[src/rtl/keyiv_pkg.sv]
package keyiv_pkg;

    // Word address map of the bank
    localparam int CTRL_ADDR = 0;
    localparam int IV_BASE   = 4;
    localparam int KEY_BASE  = 8;

    typedef enum logic [1:0] {
        RGN_NONE = 2'd0,
        RGN_CTRL = 2'd1,
        RGN_IV   = 2'd2,
        RGN_KEY  = 2'd3
    } region_e;

endpackage

[src/rtl/keyiv_decode.sv]
module keyiv_decode
    import keyiv_pkg::*;
#(
    parameter int ADDR_W    = 4,
    parameter int KEY_WORDS = 8,
    parameter int IV_WORDS  = 4,
    parameter int IDX_W     = 3
) (
    input  logic [ADDR_W-1:0] addr,
    output region_e           region,
    output logic [IDX_W-1:0]  idx
);

    always_comb begin
        region = RGN_NONE;
        idx    = '0;
        if (int'(addr) == CTRL_ADDR) begin
            region = RGN_CTRL;
        end else if (int'(addr) >= IV_BASE && int'(addr) < IV_BASE + IV_WORDS) begin
            region = RGN_IV;
            idx    = IDX_W'(int'(addr) - IV_BASE);
        end else if (int'(addr) >= KEY_BASE && int'(addr) < KEY_BASE + KEY_WORDS) begin
            region = RGN_KEY;
            idx    = IDX_W'(int'(addr) - KEY_BASE);
        end
    end

endmodule

[src/rtl/keyiv_key_store.sv]
module keyiv_key_store #(
    parameter int WORD_W    = 32,
    parameter int KEY_WORDS = 8,
    parameter int IDX_W     = 3,
    localparam int KEY_W    = WORD_W * KEY_WORDS,
    localparam int HALF     = KEY_WORDS / 2
) (
    input  logic              clk,
    input  logic              rst_n,
    input  logic              enable,
    input  logic              wr_hit,
    input  logic [IDX_W-1:0]  wr_idx,
    input  logic [WORD_W-1:0] wdata,
    input  logic              key_256,
    output logic [KEY_W-1:0]  key_out
);

    typedef struct packed {
        logic [KEY_WORDS-1:0][WORD_W-1:0] words;
    } key_state_t;

    key_state_t st_d, st_q;

    always_comb begin
        st_d = st_q;
        if (wr_hit && !enable) begin
            st_d.words[wr_idx] = wdata;
        end
    end

    always_ff @(posedge clk) begin
        if (!rst_n) st_q <= '0;
        else        st_q <= st_d;
    end

    // Lower half always drives the core; upper half only in long-key mode
    for (genvar g = 0; g < KEY_WORDS; g++) begin : g_word
        if (g < HALF) begin : g_low
            assign key_out[g*WORD_W +: WORD_W] = st_q.words[g];
        end else begin : g_high
            assign key_out[g*WORD_W +: WORD_W] = key_256 ? st_q.words[g] : '0;
        end
    end


    key_lock_chk: assert property (@(posedge clk) disable iff (!rst_n)
        enable |=> $stable(st_q));

endmodule

[src/rtl/keyiv_iv_store.sv]
module keyiv_iv_store #(
    parameter int WORD_W   = 32,
    parameter int IV_WORDS = 4,
    parameter int IVX_W    = 2,
    localparam int IV_W    = WORD_W * IV_WORDS
) (
    input  logic              clk,
    input  logic              rst_n,
    input  logic              enable,
    input  logic              wr_hit,
    input  logic [IVX_W-1:0]  idx,
    input  logic [WORD_W-1:0] wdata,
    input  logic              core_valid,
    input  logic [IV_W-1:0]   core_iv,
    output logic [WORD_W-1:0] rd_word,
    output logic [IV_W-1:0]   iv_out
);

    typedef struct packed {
        logic [IV_WORDS-1:0][WORD_W-1:0] words;
    } iv_state_t;

    iv_state_t st_d, st_q;

    always_comb begin
        st_d = st_q;
        if (enable) begin
            if (core_valid) st_d.words = core_iv;
        end else if (wr_hit) begin
            st_d.words[idx] = wdata;
        end
    end

    always_ff @(posedge clk) begin
        if (!rst_n) st_q <= '0;
        else        st_q <= st_d;
    end

    assign iv_out  = st_q.words;
    assign rd_word = st_q.words[idx];


    iv_lock_chk: assert property (@(posedge clk) disable iff (!rst_n)
        (enable && !core_valid) |=> $stable(st_q));


    core_load_chk: assert property (@(posedge clk) disable iff (!rst_n)
        (enable && core_valid) |=> (iv_out == $past(core_iv)));


    core_idle_chk: assert property (@(posedge clk) disable iff (!rst_n)
        (!enable && !wr_hit) |=> $stable(st_q));

endmodule

[src/rtl/keyiv_bank.sv]
module keyiv_bank
    import keyiv_pkg::*;
#(
    parameter int WORD_W    = 32,
    parameter int KEY_WORDS = 8,
    parameter int IV_WORDS  = 4,
    parameter int ADDR_W    = 4,
    localparam int KEY_W    = WORD_W * KEY_WORDS,
    localparam int IV_W     = WORD_W * IV_WORDS,
    localparam int IDX_W    = $clog2(KEY_WORDS),
    localparam int IVX_W    = $clog2(IV_WORDS)
) (
    input  logic              clk,
    input  logic              rst_n,
    input  logic              bus_we,
    input  logic [ADDR_W-1:0] bus_addr,
    input  logic [WORD_W-1:0] bus_wdata,
    output logic [WORD_W-1:0] bus_rdata,
    input  logic              key_256,
    input  logic              core_valid,
    input  logic [IV_W-1:0]   core_iv,
    output logic              enable,
    output logic [KEY_W-1:0]  key_out,
    output logic [IV_W-1:0]   iv_out
);

    typedef struct packed {
        logic run;
    } ctrl_t;

    ctrl_t      ctrl_d, ctrl_q;
    region_e    region;
    logic [IDX_W-1:0]  idx;
    logic [WORD_W-1:0] iv_word;

    keyiv_decode #(
        .ADDR_W(ADDR_W), .KEY_WORDS(KEY_WORDS), .IV_WORDS(IV_WORDS), .IDX_W(IDX_W)
    ) u_dec (
        .addr(bus_addr), .region(region), .idx(idx)
    );

    always_comb begin
        ctrl_d = ctrl_q;
        if (bus_we && region == RGN_CTRL) ctrl_d.run = bus_wdata[0];
    end

    always_ff @(posedge clk) begin
        if (!rst_n) ctrl_q <= '0;
        else        ctrl_q <= ctrl_d;
    end

    assign enable = ctrl_q.run;

    keyiv_key_store #(
        .WORD_W(WORD_W), .KEY_WORDS(KEY_WORDS), .IDX_W(IDX_W)
    ) u_key (
        .clk(clk), .rst_n(rst_n), .enable(ctrl_q.run),
        .wr_hit(bus_we && region == RGN_KEY), .wr_idx(idx),
        .wdata(bus_wdata), .key_256(key_256), .key_out(key_out)
    );

    keyiv_iv_store #(
        .WORD_W(WORD_W), .IV_WORDS(IV_WORDS), .IVX_W(IVX_W)
    ) u_iv (
        .clk(clk), .rst_n(rst_n), .enable(ctrl_q.run),
        .wr_hit(bus_we && region == RGN_IV), .idx(idx[IVX_W-1:0]),
        .wdata(bus_wdata), .core_valid(core_valid), .core_iv(core_iv),
        .rd_word(iv_word), .iv_out(iv_out)
    );

    // Key words are never routed to the read path
    always_comb begin
        unique case (region)
            RGN_CTRL: bus_rdata = {{(WORD_W-1){1'b0}}, ctrl_q.run};
            RGN_IV:   bus_rdata = iv_word;
            default:  bus_rdata = '0;
        endcase
    end


    reset_clear_chk: assert property (@(posedge clk)
        !rst_n |=> (!enable && key_out == '0 && iv_out == '0));


    key_read_zero_chk: assert property (@(posedge clk) disable iff (!rst_n)
        (region == RGN_KEY) |-> (bus_rdata == '0));

endmodule

[config.mk]
export PLATFORM = sky130hd
export DESIGN_NAME = keyiv_bank
export DESIGN_NICKNAME = d
export VERILOG_FILES = /design/src/rtl/keyiv_pkg.sv /design/src/rtl/keyiv_decode.sv /design/src/rtl/keyiv_key_store.sv /design/src/rtl/keyiv_iv_store.sv /design/src/rtl/keyiv_bank.sv
export SDC_FILE = /design/constraint.sdc
export NUM_CORES = 1
export LEC_CHECK = 0
export CORE_AREA = 2 2 226 228
export DETAILED_ROUTE_END_ITERATION = 10
export DIE_AREA = 0 0 228 230
export HOLD_SLACK_MARGIN = 0.15
export PLACE_DENSITY = 0.63
export SYNTH_ARGS = -nofsm -noshare
export SYNTH_HDL_FRONTEND = slang
export SYNTH_SLANG_ARGS = --single-unit
[constraint.sdc]
create_clock -name clk -period 4.61 [get_ports clk]
set_input_delay 0.6915 -clock clk [delete_from_list [all_inputs] [get_ports clk]]
set_output_delay 0.6915 -clock clk [all_outputs]
set_load 0.005 [all_outputs]
Word-level counts from Yosys, hierarchy flattened
Cells that the tools add are included.
Cells by class
  add/sub/neg operators: 2
  $lt $le $gt $ge: 7
  muxes and demuxes: 22
  eq/ne operators: 4
  reductions and logical operators: 11
Operators with widths (count)
  $mux W128: 3
  $bwmux W256: 1
  $mux W32: 7
  $bwmux W128: 1
  $demux W32 S3: 1
  $bmux W32 S2: 1
  $demux W32 S2: 1
  $pmux W32 S2: 1
  $mux W3: 3
  $logic_and A1 B1 Y1: 7
  $mux W2: 3
  $eq A2 B2 Y1 const B: 2
  $ge A4 B3 Y1 const B: 1
  $ge A4 B4 Y1 const B: 1
  $logic_not A4 Y1: 1
  $lt A3 B4 Y1 const B: 1
  $lt A4 B4 Y1 const B: 1
  $ge A3 B1 Y1 const B: 1
  $lt A2 B3 Y1 const B: 1
  $sub A3 B1 Y3 const B: 1
  $sub A3 B3 Y3 const B: 1
  $eq A2 B1 Y1 const B: 1
  $ge A2 B1 Y1 const B: 1
  $ne A2 B2 Y1 const B: 1
  3 further kinds: 3
Storage, ports and cells
  input bits: 169
  register bits after elaboration: 385

Logic depth before layout (Yosys ltp)
  word-level depth: 11
  mapped depth: 7
  mapped depth without buffers: 3

Hierarchy
A second synthesis with hierarchy kept.
Second synthesis, totals
  cells, all modules: 1886
  area total of the unflattened synthesis: 18362.6 um^2
Modules (own cells, without submodules)
  keyiv_key_store: sequential area each 5124.9 um^2, cells each 1144, instances 1, area each 11031.8 um^2
  keyiv_iv_store: sequential area each 2562.5 um^2, cells each 688, instances 1, area each 6929.1 um^2
  keyiv_bank: sequential area each 20.0 um^2, cells each 48, instances 1, area each 359.1 um^2
  keyiv_decode: sequential area each 0.0 um^2, cells each 6, instances 1, area each 42.5 um^2

Worst setup path after synthesis
Ideal clock, no wire load.
  path kind: input -> output
  start point: input port bus_addr[2]
  end point: output port bus_rdata[13]
  buffers on the path: 3
  data required time: 3919 ps
  path slack: 2090 ps
  stages on the path: 6
  arrival: 1829 ps
  cells stage by stage: buf_2 buf_4 o22ai_1 buf_2 a32oi_1 a211oi_1
Between the ends
  cells in the longest elaborated chain, start to end: 7
  elaborated cells between the ends (all ways): 16
  those cells by class: order compare (3); eq/ne (2); mux (9); reduce/logical (2)
RTL lines
  start, declared: RTL line keyiv_bank.sv:16  | input logic [ADDR_W-1:0] bus_addr,
  $ge A4 B4 Y1 (tied with other cells): RTL line keyiv_decode.sv:22  | end else if (int'(addr) >= KEY_BASE && int'(addr) < KEY_BASE + KEY_WORDS) begin
  $mux W3 / $logic_and A1 B1 Y1 (equally long branches): RTL line keyiv_decode.sv:22, keyiv_decode.sv:19
  $mux W3: RTL line keyiv_decode.sv:19  | end else if (int'(addr) >= IV_BASE && int'(addr) < IV_BASE + IV_WORDS) begin
  $mux W3: RTL line keyiv_decode.sv:17  | if (int'(addr) == CTRL_ADDR) begin
  $bmux W32 S2: RTL line keyiv_iv_store.sv:40  | assign rd_word = st_q.words[idx];
  $mux W32 (not written as such): RTL line keyiv_iv_store.sv:40
  $pmux W32 S2 *: RTL line keyiv_bank.sv:73  | unique case (region)
  end, declared: RTL line keyiv_bank.sv:18  | output logic [WORD_W-1:0] bus_rdata,
Every way passes the cells marked *; elsewhere a longest branch is shown, timed or not. The select of a mux whose other input is x is not followed.

Worst setup path after layout
  start point: input port bus_addr[2]
  end point: output port bus_rdata[17]
Same word-level chain as after synthesis.

==> flow_summary.toml <==
[placement]
preCtsSetupSlack_ps = 726
gp_congestion = 0.883
dp_hpwl_mm = 53.9
portBuffers = 585

[logic_synthesis]
synthSimpleGateAreaFrac = 0.158
synth.area.top_cells = "dfxtp_1 (41%), a21oi_1 (7.4%), nand3_1 (7.0%)"
syn-num-nets = 2370
synth_seq_area_share = 0.415
synth_seq_cells = 385
synthCells = 2201
synth_top_family_by_area = "compound AO/OA/AOI/OAI gates"
synth-edff-count = 0
synth_most_common_cell = "dfxtp_1"
synth_flop_cell = "dfxtp_1"
synth_xor_area_frac = 0
synth_top_cell_by_area = "dfxtp_1"
avgSynthCellArea_sq_um = 8.45
synth_top_cell_area_share = 0.415
synth-adder-area-share = 0
synth_cell_types = 48
synth_common_cells = "dfxtp_1 (385), a21oi_1 (276), nand3_1 (259), o21ai_0 (237), clkbuf_1 (173)"
syn-cell-area_sq_um = 18600
synth_compound_area_frac = 0.293
yosysWarnings = 0
async_flop_share = 0
synthMuxAreaShare = 0.0133

[worst_setup_path]
worstSetupPathType = "in2out"
crit_path_end_kind = "output port"
crit_arrival_ps = 3220
rr_startpoint = "enable"
cp.required_ps = 3920
start_kind = "input pin"
startpoint = "bus_addr[2]"
crit_fanout = 21

[grt]
grt_max_degree = 177
met1_usage = 0.370
grt_pass1_wl_mm = 121
met2_usage = 0.484
grt_usage = 0.301
met3_usage = 0.0764
grt_overflow = 0
grt-busiest-layer = "met2"
antenna_found_initial = 13
grt_pass1_vias = 18100

[sta]
max_slew.worst_pin.slew_ps = 1150
skew_ps = 27.7
rsz0062_at_grt = "false"
slew_headroom = 0.231
setup_violations = 0
hold_violations = 0
final-max-slew-violation-count = 0
post-route-min-period_ps = 3920
fin_setup_tns_ps = 0
layout_setup_ws_ps = 694
fmax_mhz = 255
finalCritPeriodShare = 0.850

[detailed_routing]
first_pass_iters = 8
drt_iter0_drc = 2307
routedWlPerCell_microns = 26.3
drt-total-wl_mm = 83.7
drc_errors = 0
vias_per_cell = 5.98
ant_nets = 0
vias = 19100

[floorplan]
die-area_sq_um = 52400
rows = 82
fp.dieW_microns = 228
start_util = 0.373
pin_count = 586
core_area_sq_um = 49900
die_y_microns = 230

[run]
maxCapViolCount = 0

[power]
power_density_nw_per_um2 = 326
cellLeakagePower_nw = 8.07
ir_drop_v = 0.000248

[clock_network]
tritoncts = "yes"
ctsHoldBuffers = 0
cts_root_buffer = "clkbuf_16"
ctsLongestPathBuffers = 3
cts_buffers = 42
insertion_delay_ps = 570
ctsResizeCount = 0
cts.sinks = 385
cts_setup_buffers = 0
clk_pin_slew_worst_paths_ps = 60
cts_max_level = 2

[finish]
fin_util = 0.503
layout.nets = 2642
final_layout_size_suffix_gt1_frac = 0.0800
syn_to_final_growth_pct = 34.9

[min_path]
hp-start = "u_key.st_q[142]"
hp-class = "reg2reg"

[run_status]
status = "finished clean"
## flip-flops by register name, indices dropped and copies added (netlist names)
signal,cells
u_iv.iv_out,128
u_key.key_out,128
u_key.st_q,128
enable,1
## cell usage in the layout (no fill, tap or decap), types with 6 or more instances in the layout
cell             Yosys  final
a211oi_1            11     11
a21oi_1            276    276
a22oi_1             11     11
a2bb2oi_1          124    124
a32oi_1             33     33
and2_1             129    129
buf_12               0      6
buf_4              142     50
clkbuf_1           173      9
clkbuf_16            0     43
clkdlybuf4s50_1      0    582
dfxtp_1            385    384
diode_2              0     15
inv_1                6      6
mux2_2              20     20
nand2_1             20     20
nand2b_1            65     65
nand3_1            259    257
o21ai_0            237    237
o21ai_1             21     20
o221ai_1            61     61
o311ai_0            62     62
or2_2               32     32
## path summary, 6_finish.rpt
check	to	slack [ps]	cells after the start
max reg2reg	u_key.key_out[30]	2070	4
max	bus_rdata[17]	690	6
min	u_key.st_q[142]	470	2
min reg2reg	u_key.st_q[142]	470	2
## routing by layer
| layer | vias to the layer above | routed length [microns] |
|---|---|---|
| met2 | 1188 | 38900 |
| li1 | 8472 | - |
| met5 | - | 13 |
| met1 | 9196 | 32200 |
| met3 | 198 | 8090 |
| met4 | 2 | 4470 |
## report_power, final
part | leakage [nW] | internal (mW) | switching [mW]
clock network | 0.680 | 2.07 | 1.43
registers | 3.12 | 3.43 | 0.108
logic | 4.27 | 0.506 | 0.630
total | 8.07 | 6.01 | 2.17
## cells by family after synthesis
| logic type | Yosys count |
|---|---|
| DFF | 385 |
| buffers and inverters | 420 |
| muxes | 21 |
| and+or+nand+nor | 524 |
| AOI/OAI and AO/OA | 851 |
## layout make-up
| cell class | count | area (sq um) |
|---|---|---|
| Multi-Input combinational cell | 1396 | 8740 |
| Inverter | 8 | 37.5 |
| Antenna cell | 15 | 37.5 |
| Sequential cell | 385 | 7710 |
| Clock inverter | 14 | 209 |
| Fill cell | 4754 | 24800 |
| Clock buffer | 57 | 1180 |
| Timing Repair Buffer | 640 | 6330 |
| Tap cell | 672 | 841 |
## through the flow
stage / instance area (sq um) / hold WS, ps / std cells / power [mW]
after floorplan: 18600 / 449 / 2201 / 4.11
after global placement: 23700 / 457 / 3101 / 4.72
after detailed placement: 23700 / 463 / 3101 / 4.73
after CTS: 25000 / 471 / 3172 / 8.19
after global routing: 25100 / 492 / 3182 / 8.40
final: 25100 / 469 / 3187 / 8.18
## critical path, cell delays in order
cell and delay, ps:
clkdlybuf4s50_1 720, buf_4 290, or2_2 570, a32oi_1 240, a21oi_1 190, clkdlybuf4s50_1 520
Power figures use the tool's default switching activity.
